`src/rtl/qbs_pkg.sv`:
```
// Package: shared field positions and encodings for the QoS buffer-state
// overwrite selector. Assumes the non-11ah frame control layout.
package qbs_pkg;
    localparam int QOS_W       = 16;
    localparam int FC_W        = 16;
    localparam int OCTET_LSB   = 8;
    localparam int TYPE_LSB    = 2;
    localparam int SUBTYPE_QOS = 7;
    localparam logic [1:0] TYPE_DATA = 2'b10;

    typedef enum logic {
        SRC_TID = 1'b0,
        SRC_SUM = 1'b1
    } src_sel_e;

    // Returns 1 when the frame carries a meaningful QoS control field.
    function automatic logic is_qos_data(input logic [FC_W-1:0] fc);
        return (fc[TYPE_LSB +: 2] == TYPE_DATA) && fc[SUBTYPE_QOS];
    endfunction
endpackage

```
`src/rtl/qbs_bank_file.sv`:
```
// Module: flop-based register file of NUM_BANK station banks. Each bank holds
// NUM_TID buffer-state bytes and one sum byte. The write port addresses
// {bank, slot}: slots below NUM_TID hit TID entries, slot NUM_TID hits the sum
// register, and higher slots are dropped. The read is combinational from the
// current register contents, so a write becomes visible the cycle after it.
// Assumes NUM_TID is a power of two.
module qbs_bank_file #(
    parameter int NUM_BANK = 2,
    parameter int NUM_TID  = 8,
    parameter int BYTE_W   = 8,
    localparam int BANK_W  = (NUM_BANK > 1) ? $clog2(NUM_BANK) : 1,
    localparam int IDX_W   = $clog2(NUM_TID),
    localparam int SLOT_W  = $clog2(NUM_TID + 1)
) (
    input  logic              clk,
    input  logic              rst_n,
    input  logic              wr_en,
    input  logic [BANK_W-1:0] wr_bank,
    input  logic [SLOT_W-1:0] wr_slot,
    input  logic [BYTE_W-1:0] wr_data,
    input  logic [BANK_W-1:0] rd_bank,
    input  logic [IDX_W-1:0]  rd_tid,
    input  logic              rd_sum,
    output logic [BYTE_W-1:0] rd_data
);
    logic [BYTE_W-1:0] bank_rd [NUM_BANK];

    for (genvar b = 0; b < NUM_BANK; b++) begin : g_bank
        logic [BYTE_W-1:0] tid_q [NUM_TID];
        logic [BYTE_W-1:0] sum_q;
        logic              hit;

        // Decode whether this cycle's write targets this bank.
        assign hit = wr_en && (wr_bank == BANK_W'(b));

        // Store writes into TID entries; clear all on reset.
        always_ff @(posedge clk) begin
            if (!rst_n) begin
                for (int i = 0; i < NUM_TID; i++) tid_q[i] <= '0;
            end else if (hit && (wr_slot < SLOT_W'(NUM_TID))) begin
                tid_q[wr_slot[IDX_W-1:0]] <= wr_data;
            end
        end

        // Store writes into the sum register; clear on reset.
        always_ff @(posedge clk) begin
            if (!rst_n) begin
                sum_q <= '0;
            end else if (hit && (wr_slot == SLOT_W'(NUM_TID))) begin
                sum_q <= wr_data;
            end
        end

        // Pick the sum or the indexed TID entry of this bank.
        assign bank_rd[b] = rd_sum ? sum_q : tid_q[rd_tid];
    end

    // Select the bank named by the station select.
    always_comb begin
        rd_data = bank_rd[0];
        for (int b = 1; b < NUM_BANK; b++) begin
            if (rd_bank == BANK_W'(b)) rd_data = bank_rd[b];
        end
    end
endmodule

```
`src/rtl/qbs_merge.sv`:
```
// Module: combinational merge. It replaces the buffer-state octet of the QoS
// word with the looked-up byte when overwrite is enabled on a QoS data frame.
// The low octet always passes through. Assumes BYTE_W fits the upper octet.
module qbs_merge
    import qbs_pkg::*;
#(
    parameter int BYTE_W = 8
) (
    input  logic [FC_W-1:0]   fc,
    input  logic [QOS_W-1:0]  qos_in,
    input  logic              ovr_en,
    input  logic [BYTE_W-1:0] octet,
    output logic [QOS_W-1:0]  qos_out
);
    logic do_replace;
    logic unused_fc_bits;

    // Fold the frame control bits that play no part into a sink.
    assign unused_fc_bits = ^{fc[FC_W-1:SUBTYPE_QOS+1], fc[SUBTYPE_QOS-1:TYPE_LSB+2], fc[TYPE_LSB-1:0]};

    // Replace only when enabled and the QoS field is meaningful.
    assign do_replace = ovr_en && is_qos_data(fc);

    // Build the outgoing word, keeping the low octet untouched.
    always_comb begin
        qos_out = qos_in;
        if (do_replace) qos_out[OCTET_LSB +: BYTE_W] = octet;
    end
endmodule

```
`src/rtl/qbs_out_reg.sv`:
```
// Module: a single valid/ready register stage. It takes a new word whenever
// it is empty or its content leaves in the same cycle. in_ready depends
// combinationally on out_ready, because there is no skid entry.
module qbs_out_reg #(
    parameter int DATA_W = 16
) (
    input  logic              clk,
    input  logic              rst_n,
    input  logic              in_valid,
    output logic              in_ready,
    input  logic [DATA_W-1:0] in_data,
    output logic              out_valid,
    input  logic              out_ready,
    output logic [DATA_W-1:0] out_data
);
    logic              vld_q;
    logic [DATA_W-1:0] dat_q;

    // Room exists when empty or draining this cycle.
    assign in_ready = !vld_q || out_ready;

    // Track occupancy of the stage.
    always_ff @(posedge clk) begin
        if (!rst_n)        vld_q <= 1'b0;
        else if (in_ready) vld_q <= in_valid;
    end

    // Capture the data word on every accepted transfer.
    always_ff @(posedge clk) begin
        if (!rst_n)                     dat_q <= '0;
        else if (in_valid && in_ready)  dat_q <= in_data;
    end

    assign out_valid = vld_q;
    assign out_data  = dat_q;
endmodule

```
`src/rtl/qbs_overwrite_sel.sv`:
```
// Module: top of the QoS buffer-state overwrite selector. It looks up the
// station bank byte (TID-indexed or sum), merges it into the QoS word and
// registers the result behind a valid/ready stage. Latency is one cycle.
// Assumes the caller holds the frame inputs stable while in_valid waits.
module qbs_overwrite_sel
    import qbs_pkg::*;
#(
    parameter int NUM_TID  = 8,
    parameter int BYTE_W   = 8,
    localparam int NUM_BANK = 2,
    localparam int IDX_W    = $clog2(NUM_TID),
    localparam int SLOT_W   = $clog2(NUM_TID + 1)
) (
    input  logic              clk,
    input  logic              rst_n,
    input  logic              wr_en,
    input  logic              wr_bank,
    input  logic [SLOT_W-1:0] wr_slot,
    input  logic [BYTE_W-1:0] wr_data,
    input  logic              in_valid,
    output logic              in_ready,
    input  logic [FC_W-1:0]   in_fc,
    input  logic [QOS_W-1:0]  in_qos,
    input  logic              in_ovr_en,
    input  logic              in_sta_sel,
    input  logic              in_src_sel,
    output logic              out_valid,
    input  logic              out_ready,
    output logic [QOS_W-1:0]  out_qos
);
    logic [BYTE_W-1:0] lookup;
    logic [QOS_W-1:0]  merged;
    logic              use_sum;

    // Decode the source selection into the bank file's sum select.
    assign use_sum = (src_sel_e'(in_src_sel) == SRC_SUM);

    qbs_bank_file #(
        .NUM_BANK (NUM_BANK),
        .NUM_TID  (NUM_TID),
        .BYTE_W   (BYTE_W)
    ) u_banks (
        .clk     (clk),
        .rst_n   (rst_n),
        .wr_en   (wr_en),
        .wr_bank (wr_bank),
        .wr_slot (wr_slot),
        .wr_data (wr_data),
        .rd_bank (in_sta_sel),
        .rd_tid  (in_qos[IDX_W-1:0]),
        .rd_sum  (use_sum),
        .rd_data (lookup)
    );

    qbs_merge #(
        .BYTE_W (BYTE_W)
    ) u_merge (
        .fc      (in_fc),
        .qos_in  (in_qos),
        .ovr_en  (in_ovr_en),
        .octet   (lookup),
        .qos_out (merged)
    );

    qbs_out_reg #(
        .DATA_W (QOS_W)
    ) u_out (
        .clk       (clk),
        .rst_n     (rst_n),
        .in_valid  (in_valid),
        .in_ready  (in_ready),
        .in_data   (merged),
        .out_valid (out_valid),
        .out_ready (out_ready),
        .out_data  (out_qos)
    );
endmodule

```
`config.mk`:
```
export PLATFORM = sky130hd
export DESIGN_NAME = qbs_overwrite_sel
export DESIGN_NICKNAME = d
export VERILOG_FILES = /design/src/rtl/qbs_pkg.sv /design/src/rtl/qbs_bank_file.sv /design/src/rtl/qbs_merge.sv /design/src/rtl/qbs_out_reg.sv /design/src/rtl/qbs_overwrite_sel.sv
export SDC_FILE = /design/constraint.sdc
export NUM_CORES = 1
export LEC_CHECK = 0
export BUFFER_PORTS_ARGS = -buffer_cell sky130_fd_sc_hd__buf_2
export CAP_MARGIN = 0
export CORE_MARGIN = 8
export CORE_UTILIZATION = 50
export CTS_BUF_LIST = sky130_fd_sc_hd__clkbuf_2
export CTS_CLUSTER_DIAMETER = 100
export CTS_CLUSTER_SIZE = 24
export DETAILED_ROUTE_END_ITERATION = 10
export HOLD_SLACK_MARGIN = 0.06
export PLACE_DENSITY = 0.72
export SETUP_SLACK_MARGIN = 0.15
export SYNTH_ARGS = -nofsm -noshare
export SYNTH_HDL_FRONTEND = slang
export SYNTH_SLANG_ARGS = --single-unit
```
`constraint.sdc`:
```
create_clock -name clk -period 2.05 [get_ports clk]
set_clock_uncertainty 0.15 [all_clocks]
set_input_delay 0.1025 -clock clk [delete_from_list [all_inputs] [get_ports clk]]
set_output_delay 0.1025 -clock clk [all_outputs]
set_load 0.01 [all_outputs]
```
# After elaboration in Yosys (flattened, before gate mapping)
# Memories as Yosys holds them, arrays and structs flattened.
# Cells that the tools add are included.
# totals
mem_bits_rw,128
input_bits,53
mem_count,2
wordCells,40
reg_bits,33
# op_classes
eq_ne,2
n_reduce_logical,13
mux,17
n_lt_le_gt_ge,1
n_bitwise,1
# memory_table
name,depth,width,rd,rd_clocked_by_memory_dff,write_ports,line_no,rtl
u_banks.g_bank[0].tid_q,8,8,1,0,8,qbs_bank_file.sv:29,logic [BYTE_W-1:0] tid_q [NUM_TID];
u_banks.g_bank[1].tid_q,8,8,1,0,8,qbs_bank_file.sv:29,
# op_table
operator,n
2-to-1 mux 8 bit,6
OR reduction 8 bit,2
logical AND 1 bit,9
2-to-1 mux 1 bit,9
2-to-1 mux 3 bit,2
"== test 4 bit, second input constant",1
"less-than comparator 4 bit, second input constant",1
"== test 2 bit, second input constant",1
zero test 1 bit,1
logical OR 1 bit,1
inverter 1 bit,1

# Logic depth before layout (Yosys ltp)
# Gate-level depths: netlist (run 1).
# depth
word_depth,8
depth_mapped,7

# Modules after synthesis
# From an unflattened synthesis (run 1), not the netlist that was laid out.
# unflattened
cells_unflattened,563
hier_area_um2,7549.7
# modules_own_cells
module,n_inst,cells_each,seq_area_each_um2,area_each_um2
qbs_bank_file,1,471,4164.0,6672.6
qbs_out_reg,1,75,340.3,703.2
qbs_merge,1,17,0.0,173.9

# Worst setup path after synthesis (run 1)
# OpenSTA, ideal clock, no wires.
# synth_path
path_kind,input-to-reg
startpoint,input rst_n
endpoint,memory u_banks.g_bank[0].tid_q[3][0] (enable)
n_path_buf,1
required_time_ps,1516
arrival_ps,1369
stages,4
setup_slack_ps,147
setup_time_ps,384
cell_sequence,buf_2 nor3b_1 nand3_1 o21ai_0
# synth_rtl
element,line_no,rtl
from (decl),qbs_overwrite_sel.sv:15,"input logic rst_n,"
to (decl),qbs_bank_file.sv:29,

# Worst setup path after layout (run 1)
# layout_path
startpoint,input in_fc[2]
endpoint,register u_out.dat_q[11] (netlist: u_out.out_data[11])
# layout_between
elab_chain_len,4
# layout_lines
element,line_no,rtl
from (decl),qbs_overwrite_sel.sv:22,"input logic [FC_W-1:0] in_fc,"
== test 2 bit,qbs_pkg.sv:18,return (fc[TYPE_LSB +: 2] == TYPE_DATA) && fc[SUBTYPE_QOS];
logical AND 1 bit,qbs_pkg.sv:18,
logical AND 1 bit,qbs_merge.sv:22,assign do_replace = ovr_en && is_qos_data(fc);
2-to-1 mux 8 bit,qbs_merge.sv:27,if (do_replace) qos_out[OCTET_LSB +: BYTE_W] = octet;
to (signal assigned),qbs_out_reg.sv:31,else if (in_valid && in_ready) dat_q <= in_data;
to (decl),qbs_out_reg.sv:17,logic [DATA_W-1:0] dat_q;
# No other way between the ends.
# A chain may end at the register's enable or synchronous reset.

==> summary.json, run 1 <==
{
  "cts": {
    "numCtsBuffers": 17,
    "worst_skew_pair_later_pin_latency_ns": 0.74,
    "maximum_clock_path_buffer_count": 2,
    "clk_sinks": 161,
    "path_clk_slew_ns": 0.20,
    "cts_max_level": 4,
    "clock_tree_from_tritoncts": "built",
    "cts_root_buffer": "clkbuf_2"
  },
  "critical_path": {
    "worstPathArrival_ns": 2.38,
    "crit_path_max_fanout": 4,
    "worst_reg_to_reg_path_cell_count": 4,
    "setup.worst_path.end_class": "flip-flop",
    "timing.critical_path.from_type": "input port",
    "critPathKind": "in2reg",
    "required_ns": 2.52
  },
  "pwr": {
    "power_leakage_uw": 0.003723,
    "p_int_uw": 5055,
    "pwr-share-clk_pct": 32.3,
    "pwr-share-comb_pct": 11.0,
    "switching_power_uw": 1524,
    "netSwitchingFraction_pct": 23.16,
    "worst_ir_drop_vdd_mv": 0.3666,
    "power_density_over_cell_area_mw_per_mm2": 706.7,
    "power.share.sequential_pct": 56.7
  },
  "placed_design": {
    "buffer_ports.inserted": 57,
    "globalplace.congestion": 0.8221,
    "post-dp-hpwl_mm": 12.29
  },
  "logic_synthesis": {
    "number_of_enable_flip_flop_cells_after_synthesis": 128,
    "number_of_synthesized_register_bits": 161,
    "synthArstFlopShare_pct": 0,
    "synthFlopType": "edfxtp_1",
    "post_synth.cell_area_avg_um2": 12.88,
    "synth_fp_nets": 635,
    "seq_area_frac_synth_pct": 60.08,
    "synth.lib_cells_used.distinct": 38,
    "post_synth_inst_count": 582,
    "summed_instance_area_of_the_synthesized_netlist_mm2": 0.007497,
    "ys_warn_count": 0
  },
  "timing": {
    "setup_viol": 0,
    "max_slew.worst_pin.slew_ns": 0.6302,
    "hold_violations": 0,
    "final_report_max_slew_violation_count": 0,
    "min_period_over_period_pct": 93.09,
    "setup_total_negative_slack_ns": 0,
    "grt_setup_unrepaired": "yes",
    "fin_crit_ns": 1.908,
    "slew_headroom_pct": 57.83,
    "max_freq_ghz": 0.5240
  },
  "route": {
    "route.detailed.drc": 0,
    "routedWlPerCell_um": 20.50,
    "viasPerCell": 5.721,
    "detailedRoute.firstPassIterationCount": 5,
    "antenna_left": 0,
    "wl_mm": 19.23,
    "initial_drc_count": 526,
    "routed-via-count": 5366
  },
  "flow_run": {
    "drv_cap": 0
  },
  "hold_path": {
    "hold_path_class": "in2reg",
    "min_delay_path_depth": 4
  },
  "global_routing": {
    "grt_pass1_wl_mm": 29.81,
    "antenna_found_initial": 1,
    "grt-ovfl-total": 0,
    "gr-usage-all-layers_pct": 19.98,
    "grt_max_degree": 26,
    "grt_pass1_vias": 5470
  },
  "floorplanning": {
    "boundaryPins": 71,
    "die_w_um": 138.5,
    "die_area_mm2": 0.01917,
    "initial_utilization_pct": 51.39,
    "core_mm2": 0.01459,
    "die_h_um": 138.5,
    "site_rows": 44
  },
  "layout": {
    "post_layout_net_count": 793,
    "layout_commonest_cell": "and2_1",
    "most_used_cells_in_the_layout_excluding_fill_and_tap_cells": "and2_1 (132), edfxtp_1 (128), dlygate4sd3_1 (80), buf_2 (56), nor2_1 (38)",
    "nFillCells": 1047,
    "synthToLayoutAreaGrowth_pct": 24.15,
    "final_core_util_pct": 63.80,
    "post_route_cells_drive_above_1_share_pct": 21.91
  },
  "outcome": {
    "status": "finished, final reports clean"
  }
}
==> worst paths after layout <==
path                                                        end                                        start  slack (ns)
worst max-delay path            u_out.out_data[11]$_SDFFE_PN0P_                                     in_fc[2]        0.14
worst min-delay path             u_out.out_data[1]$_SDFFE_PN0P_                                    in_qos[1]        0.10
worst max register to register  u_out.out_data[13]$_SDFFE_PN0P_  u_banks.g_bank[1].tid_q[2][5]$_SDFFCE_PN0P_        0.22
worst min register to register   u_out.out_data[3]$_SDFFE_PN0P_               u_out.out_data[3]$_SDFFE_PN0P_        0.32
==> synthesized netlist by cell type (3+ instances only) <==
library cell	n	area, um^2
and2_1	132	825.8
edfxtp_1	128	3844
nor2_1	40	150.1
mux2i_1	38	380.4
dfxtp_1	33	660.6
nand2_1	28	105.1
o21ai_0	22	110.1
clkbuf_1	19	71.32
a21oi_1	15	75.07
mux2_2	14	157.7
mux4_1	12	315.3
nor3_1	10	50.05
o22ai_1	10	62.56
buf_2	8	40.04
mux4_2	8	180.2
nand2b_1	8	50.05
nand3_1	8	40.04
inv_1	5	18.77
nor2b_1	5	31.28
nor4_1	4	25.02
o211ai_1	4	30.03
o221a_2	4	45.04
buf_4	3	22.52
nand4_1	3	18.77
==> final cells by class <==
class / instances / area [um^2] / area share [%]
timing repair buffer: 172 / 1393 / 14.96
sequential: 161 / 4511 / 48.46
antenna: 1 / 2.502 / 0.02689
inverter: 6 / 22.52 / 0.2420
clock inverter: 13 / 216.5 / 2.326
multi-input combinational: 382 / 2838 / 30.49
clock buffer: 19 / 95.09 / 1.022
tap: 184 / 230.2 / 2.473
==> through the flow <==
stage	setup slack [ns]	total power (uW)	hold WS [ns]	cells	cell area (um^2)
after floorplan	0.1476	4143	0.08848	582	7497
after global placement	0.1486	4389	0.1935	823	8129
after detailed placement	0.1348	4416	0.2006	823	8129
after CTS	0.1598	6569	-0.1912	938	9274
after global routing	0.1368	6779	0.08659	938	9308
final	0.1416	6578	0.1032	938	9308
==> cells by family (layout without fill, tap and decap cells) <==
logic type,count (synthesis),count (layout),share of synthesized area (%)
AO/OA/AOI/OAI,69,69,5.941
buffers and inverters,39,210,2.553
flip-flops,161,161,60.08
multiplexers,72,72,13.78
other,0,1,0
AND/OR/NAND/NOR,241,241,17.64
==> repair_timing <==
item / 4_1_cts / 5_1_grt
resized for setup: 1 / 19
pin swaps: 0 / 1
endpoints found under the setup margin: 1 / 31
buffers inserted: 0 / 2
hold buffers: 83 / 2
endpoints found under the hold margin: 289 / 43
==> registers in the layout, summed over array words and instances (netlist names) <==
name / cells
u_banks.g_bank.sum_q: 16
u_out.out_data: 16
u_banks.g_bank.tid_q: 128
u_out.out_valid: 1
==> critical path: stages <==
cell           delay [ns]
buf_2                0.11
dlygate4sd3_1        0.56
and4b_1              0.24
dlygate4sd3_1        0.58
nand2_1              0.16
nor4_1               0.47
o311ai_1             0.16
==> per-layer routing <==
| layer | vias up | global-route usage, % | wire, um |
|---|---|---|---|
| li1 | 2450 | - | - |
| met5 | - | 0 | 0 |
| met4 | 0 | 9.153 | 581 |
| met1 | 2622 | 24.89 | 7962 |
| met2 | 251 | 32.54 | 9248 |
| met3 | 43 | 4.486 | 1440 |
==> power groups by stage <==
| stage | clock network, uW | registers (uW) | logic (uW) |
|---|---|---|---|
| after global routing | 2260 | 3740 | 774 |
| final | 2120 | 3730 | 726 |
| after global placement | 0 | 3790 | 599 |
| after CTS | 2130 | 3730 | 705 |
| after detailed placement | 0 | 3800 | 614 |
| after floorplan | 0 | 3790 | 352 |
Power figures use the tool's default switching activity.
==> run 2: changes to the inputs <==
--- a/config.mk
+++ b/config.mk
@@ -8,13 +8,13 @@
 export BUFFER_PORTS_ARGS = -buffer_cell sky130_fd_sc_hd__buf_2
 export CAP_MARGIN = 0
 export CORE_MARGIN = 8
-export CORE_UTILIZATION = 50
+export CORE_UTILIZATION = 61
 export CTS_BUF_LIST = sky130_fd_sc_hd__clkbuf_2
 export CTS_CLUSTER_DIAMETER = 100
 export CTS_CLUSTER_SIZE = 24
 export DETAILED_ROUTE_END_ITERATION = 10
 export HOLD_SLACK_MARGIN = 0.06
-export PLACE_DENSITY = 0.72
+export PLACE_DENSITY = 0.85
 export SETUP_SLACK_MARGIN = 0.15
 export SYNTH_ARGS = -nofsm -noshare
 export SYNTH_HDL_FRONTEND = slang
==> summary.json, run 2 (same netlist as run 1, synthesis figures left out) <==
{
  "layout": {
    "layout.area.seq": {"value": 0.004511, "unit": "mm^2", "change": "unchanged"},
    "largest-register": "u_banks.g_bank.tid_q",
    "post_layout_net_count": {"value": 794, "change": "+0.13%"},
    "nFillCells": {"value": 653, "change": "-38%"},
    "synthToLayoutAreaGrowth_pct": 22.13,
    "combined_area_of_the_multi_input_logic_cells": {"value": 0.002863, "unit": "mm^2", "change": "+0.88%"},
    "most_used_cells_in_the_layout_excluding_fill_and_tap_cells": "and2_1 (132), edfxtp_1 (128), dlygate4sd3_1 (77), buf_2 (57), nor2_1 (39)",
    "layout_commonest_cell": "and2_1",
    "largest_register_ff_count": {"value": 128, "change": "unchanged"},
    "final_core_util": {"value": 76.23, "unit": "%", "change": "+12 points"},
    "post_route_cells_drive_above_1_share": {"value": 22.81, "unit": "%", "change": "+0.90 points"}
  },
  "critical_path": {
    "worst_path_max_delay_cell": "dlygate4sd3_1",
    "cpPeakStageDelay": {"value": 0.65, "unit": "ns", "change": "+0.07 ns"},
    "critPathKind": "in2reg",
    "setup.worst_path.end_class": "flip-flop",
    "crit_path_max_fanout": {"value": 8, "change": "+4"},
    "required": {"value": 2.53, "unit": "ns", "change": "about the same"},
    "crit_family": "buffers and inverters",
    "crit_path_cell_trace": "buf_2 > dlygate4sd3_1 > nor2b_2 > nand3_1 > nor2_1 > dlygate4sd3_1 > buf_4 > and2_1",
    "timing.critical_path.from_type": "input port",
    "worstPathArrival": {"value": 2.42, "unit": "ns", "change": "+0.04 ns"},
    "crit_path_buf_inv_count": {"value": 4, "change": "+1"},
    "cp_common_cell": "dlygate4sd3_1"
  },
  "global_routing": {
    "grt_pass1_wl": {"value": 31.91, "unit": "mm", "change": "+7.0%"},
    "grt-ovfl-total": {"value": 0, "change": "unchanged"},
    "antenna_found_initial": {"value": 4, "change": "+3"},
    "grt_pass1_vias": {"value": 5821, "change": "+6.4%"},
    "gr-usage-all-layers": {"value": 26.19, "unit": "%", "change": "+6.2 points"},
    "grt_max_degree": {"value": 37, "change": "+42%"}
  },
  "timing": {
    "min_period_over_period": {"value": 94.84, "unit": "%", "change": "+1.7 points"},
    "final_report_max_slew_violation_count": {"value": 0, "change": "unchanged"},
    "worst_hold_check_slack": {"value": 0.1822, "unit": "ns", "change": "+0.07907 ns"},
    "setup_total_negative_slack": {"value": 0, "unit": "ns", "change": "unchanged"},
    "grt_setup_unrepaired": "yes",
    "slew_headroom": {"value": 59.77, "unit": "%", "change": "+1.9 points"},
    "max_freq": {"value": 0.5143, "unit": "GHz", "change": "-1.8%"},
    "setup_viol": {"value": 0, "change": "unchanged"},
    "hold_violations": {"value": 0, "change": "unchanged"},
    "fin_crit": {"value": 1.944, "unit": "ns", "change": "+0.03584 ns"},
    "max_slew.worst_pin.slew": {"value": 0.6013, "unit": "ns", "change": "-0.02895 ns"}
  },
  "placed_design": {
    "post-dp-hpwl": {"value": 12.02, "unit": "mm", "change": "-2.2%"},
    "buffer_ports.inserted": {"value": 57, "change": "unchanged"},
    "globalplace.congestion": {"value": 0.8920, "change": "+8.5%"}
  },
  "route": {
    "antenna_left": {"value": 0, "change": "unchanged"},
    "routed-via-count": {"value": 5834, "change": "+8.7%"},
    "routedWlPerCell": {"value": 23.65, "unit": "um", "change": "+15%"},
    "detailedRoute.firstPassIterationCount": {"value": 8, "change": "+3"},
    "wl": {"value": 21.38, "unit": "mm", "change": "+11%"},
    "route.detailed.drc": {"value": 0, "change": "unchanged"},
    "initial_drc_count": {"value": 957, "change": "+82%"},
    "viasPerCell": {"value": 6.454, "change": "+13%"}
  },
  "cts": {
    "worst_skew_pair_later_pin_latency": {"value": 0.78, "unit": "ns", "change": "+0.04 ns"},
    "clock_tree_from_tritoncts": "built",
    "numCtsBuffers": {"value": 17, "change": "unchanged"},
    "cts_root_buffer": "clkbuf_2",
    "maximum_clock_path_buffer_count": {"value": 2, "change": "unchanged"},
    "cts_max_level": {"value": 4, "change": "unchanged"},
    "path_clk_slew": {"value": 0.23, "unit": "ns", "change": "+0.03 ns"},
    "clk_sinks": {"value": 161, "change": "unchanged"}
  },
  "pwr": {
    "worst_ir_drop_vdd": {"value": 0.3583, "unit": "mV", "change": "-2.3%"},
    "power_leakage": {"value": 0.003651, "unit": "uW", "change": "-1.9%"},
    "power_density_over_cell_area": {"value": 657.0, "unit": "mW/mm^2", "change": "-7.0%"}
  },
  "outcome": {
    "status": "finished, final reports clean"
  },
  "floorplanning": {
    "die_w": {"value": 126.9, "unit": "um", "change": "-8.4%"},
    "die_area": {"value": 0.01609, "unit": "mm^2", "change": "-16%"},
    "initial_utilization": {"value": 62.42, "unit": "%", "change": "+11 points"},
    "boundaryPins": {"value": 71, "change": "unchanged"},
    "core": {"value": 0.01201, "unit": "mm^2", "change": "-18%"},
    "die_h": {"value": 126.9, "unit": "um", "change": "-8.4%"},
    "site_rows": {"value": 40, "change": "-9.1%"}
  },
  "hold_path": {
    "hold_path_class": "in2reg"
  },
  "flow_run": {
    "drv_cap": {"value": 0, "change": "unchanged"}
  }
}
-- run 2: cell type report --
cell class,count,share of cell area (%)
multi-input combinational,382,31.27
antenna,3,0.08199
timing repair buffer,173,15.00
tap,147,2.009
clock buffer,17,0.9292
sequential,161,49.26
inverter,6,0.2870
clock inverter,15,1.162
-- run 2: through the flow --
stage / power, uW / instance area [um^2] / instances / setup slack, ns
after floorplan: 4143 / 7497 / 582 / 0.1476
after global placement: 4375 / 8100 / 790 / 0.1051
after detailed placement: 4407 / 8100 / 790 / 0.09535
after CTS: 5938 / 9105 / 903 / 0.1507
after global routing: 6181 / 9154 / 903 / 0.09293
final: 6015 / 9156 / 904 / 0.1057
-- run 2: power breakdown --
group | switching (uW) | internal [uW] | leakage, uW
logic | 428 | 340 | 0.00203
registers | 58.0 | 3680 | 0.00149
clock network | 1180 | 335 | 0.000135
-- run 2: timing repair --
item | CTS | global route
resized for setup | 1 | 19
hold buffers | 81 | 2
endpoints found under the hold margin | 289 | 4
pin swaps | 0 | 1
buffers inserted | 0 | 2
endpoints found under the setup margin | 1 | 56
-- run 2: layer usage --
layer  vias to the layer above  part of all wire, %  GRT usage (%)
met5                         -                 0.11              0
met4                         4                  5.1          13.58
met3                       113                   11          8.253
met2                       444                   48          42.80
met1                      2805                   36          30.47
li1                       2468                    -              -
-- run 2: tightest hold or removal path: cells and delay by family --
family,cells,cell delay [ns]
compound gates,2,0.23
buf+inv,2,0.74
-- run 2: worst paths after layout --
check / start / to / slack [ns] / depth (start not counted)
min: in_src_sel / u_out.out_data[8]$_SDFFE_PN0P_ / 0.18 / 4
min reg2reg: u_out.out_data[6]$_SDFFE_PN0P_ / u_out.out_data[6]$_SDFFE_PN0P_ / 0.35 / 2
max reg2reg: u_out.out_valid$_SDFFE_PN0N_ / u_out.out_data[4]$_SDFFE_PN0P_ / 0.19 / 6
max: wr_slot[3] / u_banks.g_bank[0].tid_q[0][4]$_SDFFCE_PN0P_ / 0.11 / 8
==> run 3: changes to the inputs <==
--- a/config.mk
+++ b/config.mk
@@ -8,13 +8,12 @@
 export BUFFER_PORTS_ARGS = -buffer_cell sky130_fd_sc_hd__buf_2
 export CAP_MARGIN = 0
 export CORE_MARGIN = 8
-export CORE_UTILIZATION = 61
-export CTS_BUF_LIST = sky130_fd_sc_hd__clkbuf_2
+export CORE_UTILIZATION = 59
 export CTS_CLUSTER_DIAMETER = 100
 export CTS_CLUSTER_SIZE = 24
 export DETAILED_ROUTE_END_ITERATION = 10
 export HOLD_SLACK_MARGIN = 0.06
-export PLACE_DENSITY = 0.85
+export PLACE_DENSITY = 0.82
 export SETUP_SLACK_MARGIN = 0.15
 export SYNTH_ARGS = -nofsm -noshare
 export SYNTH_HDL_FRONTEND = slang
==> summary.json, run 3 (same netlist as run 1, synthesis figures left out) <==
{
  "hold_path": {
    "timing.hold.worst_endpoint": "u_banks.g_bank[1].sum_q[5]$_SDFFE_PN0P_",
    "hold_path_class": "in2reg",
    "min_delay_path_depth": {"value": 3, "change": "-1"},
    "hold_path.startpoint": "wr_data[5]"
  },
  "pwr": {
    "p_int": {"value": 5925, "unit": "uW", "change": "+36%"},
    "power_leakage": {"value": 0.003541, "unit": "uW", "change": "-3.0%"},
    "switching_power": {"value": 1672, "unit": "uW", "change": "+0.60%"},
    "power.share.sequential": {"value": 49.3, "unit": "%", "change": "-13 points"},
    "pwr-share-clk": {"value": 42.0, "unit": "%", "change": "+17 points"},
    "netSwitchingFraction": {"value": 22.01, "unit": "%", "change": "-5.6 points"},
    "worst_ir_drop_vdd": {"value": 0.6023, "unit": "mV", "change": "+68%"},
    "power_density_over_cell_area": {"value": 846.3, "unit": "mW/mm^2", "change": "+29%"},
    "pwr-share-comb": {"value": 8.7, "unit": "%", "change": "-4.1 points"}
  },
  "cts": {
    "clock_tree_from_tritoncts": "built",
    "worst_skew_pair_later_pin_latency": {"value": 0.41, "unit": "ns", "change": "-0.37 ns"},
    "cts_max_level": {"value": 4, "change": "unchanged"},
    "post_cts.repair.setup_buffers": {"value": 0, "change": "unchanged"},
    "numCtsBuffers": {"value": 17, "change": "unchanged"},
    "maximum_clock_path_buffer_count": {"value": 2, "change": "unchanged"},
    "path_clk_slew": {"value": 0.06, "unit": "ns", "change": "-0.17 ns"},
    "clk_sinks": {"value": 161, "change": "unchanged"},
    "cts_root_buffer": "clkbuf_16"
  },
  "global_routing": {
    "grt_pass1_vias": {"value": 5429, "change": "-6.7%"},
    "grt-ovfl-total": {"value": 0, "change": "unchanged"},
    "antenna_found_initial": {"value": 0, "change": "-4"},
    "grt_pass1_wl": {"value": 29.53, "unit": "mm", "change": "-7.4%"},
    "grt_max_degree": {"value": 37, "change": "unchanged"},
    "gr-usage-all-layers": {"value": 23.76, "unit": "%", "change": "-2.4 points"}
  },
  "critical_path": {
    "regToRegEndpoint": "u_out.out_data[15]$_SDFFE_PN0P_",
    "worst_reg_to_reg_path_cell_count": {"value": 4, "change": "-2"},
    "reg2reg_slack": {"value": 0.20, "unit": "ns", "change": "about the same"},
    "setup.worst_path.end_class": "flip-flop",
    "critPathKind": "in2reg",
    "worst_r2r_src": "u_banks.g_bank[1].tid_q[3][7]$_SDFFCE_PN0P_",
    "required": {"value": 2.18, "unit": "ns", "change": "-0.35 ns"},
    "timing.critical_path.from_type": "input port",
    "crit_path_max_fanout": {"value": 13, "change": "+5"},
    "worstPathArrival": {"value": 2.06, "unit": "ns", "change": "-0.36 ns"},
    "crit_path_from": "in_src_sel"
  },
  "route": {
    "route.detailed.drc": {"value": 0, "change": "unchanged"},
    "routedWlPerCell": {"value": 21.96, "unit": "um", "change": "-7.2%"},
    "initial_drc_count": {"value": 707, "change": "-26%"},
    "detailedRoute.firstPassIterationCount": {"value": 5, "change": "-3"},
    "antenna_left": {"value": 0, "change": "unchanged"},
    "wl": {"value": 19.04, "unit": "mm", "change": "-11%"},
    "routed-via-count": {"value": 5220, "change": "-11%"},
    "viasPerCell": {"value": 6.021, "change": "-6.7%"}
  },
  "flow_run": {
    "drv_cap": {"value": 0, "change": "unchanged"}
  },
  "layout": {
    "synthToLayoutAreaGrowth_pct": 19.73,
    "n_diodes": {"value": 0, "change": "-3"},
    "post_layout_net_count": {"value": 735, "change": "-7.4%"},
    "largest_register_ff_count": {"value": 128, "change": "unchanged"},
    "most_used_cells_in_the_layout_excluding_fill_and_tap_cells": "and2_1 (132), edfxtp_1 (128), buf_2 (57), nor2_1 (40), mux2i_1 (38)",
    "largest-register": "u_banks.g_bank.tid_q",
    "layout_commonest_cell": "and2_1",
    "final_core_util": {"value": 71.71, "unit": "%", "change": "-4.5 points"},
    "post_route_cells_drive_above_1_share": {"value": 21.73, "unit": "%", "change": "-1.1 points"},
    "layout.cells.non_filler": {"value": 867, "change": "-4.1%"}
  },
  "placed_design": {
    "post-dp-hpwl": {"value": 12.26, "unit": "mm", "change": "+2.0%"},
    "globalplace.congestion": {"value": 0.8685, "change": "-2.6%"},
    "dpl_worst_slack": {"value": 0.1194, "unit": "ns", "change": "+0.02409 ns"},
    "dp.cells": {"value": 812, "change": "+2.8%"},
    "buffer_ports.inserted": {"value": 57, "change": "unchanged"}
  },
  "timing": {
    "final_report_max_slew_violation_count": {"value": 0, "change": "unchanged"},
    "slew_headroom": {"value": 62.07, "unit": "%", "change": "+2.3 points"},
    "max_slew.worst_pin.slew": {"value": 0.5645, "unit": "ns", "change": "-0.03675 ns"},
    "setup_total_negative_slack": {"value": 0, "unit": "ns", "change": "unchanged"},
    "max_freq": {"value": 0.5194, "unit": "GHz", "change": "+0.98%"},
    "setup_slack": {"value": 0.1245, "unit": "ns", "change": "+0.01882 ns"},
    "min_period_over_period": {"value": 93.92, "unit": "%", "change": "-0.92 points"},
    "setup_viol": {"value": 0, "change": "unchanged"},
    "worst_hold_check_slack": {"value": 0.09188, "unit": "ns", "change": "-0.09036 ns"},
    "grt_setup_unrepaired": "no",
    "hold_violations": {"value": 0, "change": "unchanged"},
    "fin_crit": {"value": 1.925, "unit": "ns", "change": "-0.01882 ns"}
  },
  "floorplanning": {
    "die_w": {"value": 128.7, "unit": "um", "change": "+1.5%"},
    "core": {"value": 0.01252, "unit": "mm^2", "change": "+4.2%"},
    "die_area": {"value": 0.01657, "unit": "mm^2", "change": "+3.0%"},
    "boundaryPins": {"value": 71, "change": "unchanged"},
    "site_rows": {"value": 41, "change": "+2.5%"},
    "initial_utilization": {"value": 59.90, "unit": "%", "change": "-2.5 points"},
    "die_h": {"value": 128.7, "unit": "um", "change": "+1.5%"}
  },
  "outcome": {
    "status": "finished, final reports clean"
  }
}
[run 3: layout make-up]
cell class                 count  area, um^2
timing repair buffer         114       808.3
inverter                       6       22.52
clock buffer                  26       544.3
clock inverter                 6       65.06
tap                          172       215.2
multi-input combinational    382        2816
sequential                   161        4504
fill                         771        3541
[run 3: worst max-delay path, stage by stage]
cell and delay, ns:
dlygate4sd3_1 0.55, buf_2 0.17, inv_1 0.30, nand2_1 0.25, nor4_1 0.53, o311ai_1 0.15
[run 3: stage by stage]
stage | cell area, um^2 | total power, uW
after floorplan | 7497 | 4143
after global routing | 8976 | 7807
after detailed placement | 8122 | 4411
after global placement | 8122 | 4376
after CTS | 8961 | 7595
final | 8976 | 7597
[run 3: timing repair]
item	4_1_cts	5_1_grt
hold endpoints to repair	27	0
gates resized for setup	0	3
hold buffers	23	0
setup endpoints to repair	0	7
[run 3: power by group through the flow]
stage               logic [uW]  clock network [uW]  registers, uW
finish                     665                3190           3740
global route               707                3350           3750
CTS                        648                3210           3740
detailed placement         605                   0           3810
global placement           586                   0           3790
floorplan                  352                   0           3790
[run 3: metal layers]
layer	GRT usage (%)	wire length, um	vias up
li1	-	-	2335
met1	28.34	7432	2575
met2	38.49	9248	258
met3	7.158	1587	52
met4	12.02	767	0
met5	0	0	-
[run 3: worst max-delay path by stage]
stage,endpoint
after CTS,u_out.out_data[9]$_SDFFE_PN0P_
final,u_out.out_data[8]$_SDFFE_PN0P_
after global routing,u_out.out_data[8]$_SDFFE_PN0P_
after global placement,u_out.out_data[11]$_SDFFE_PN0P_
after detailed placement,u_out.out_data[8]$_SDFFE_PN0P_
after floorplan,u_banks.g_bank[1].tid_q[3][0]$_SDFFCE_PN0P_
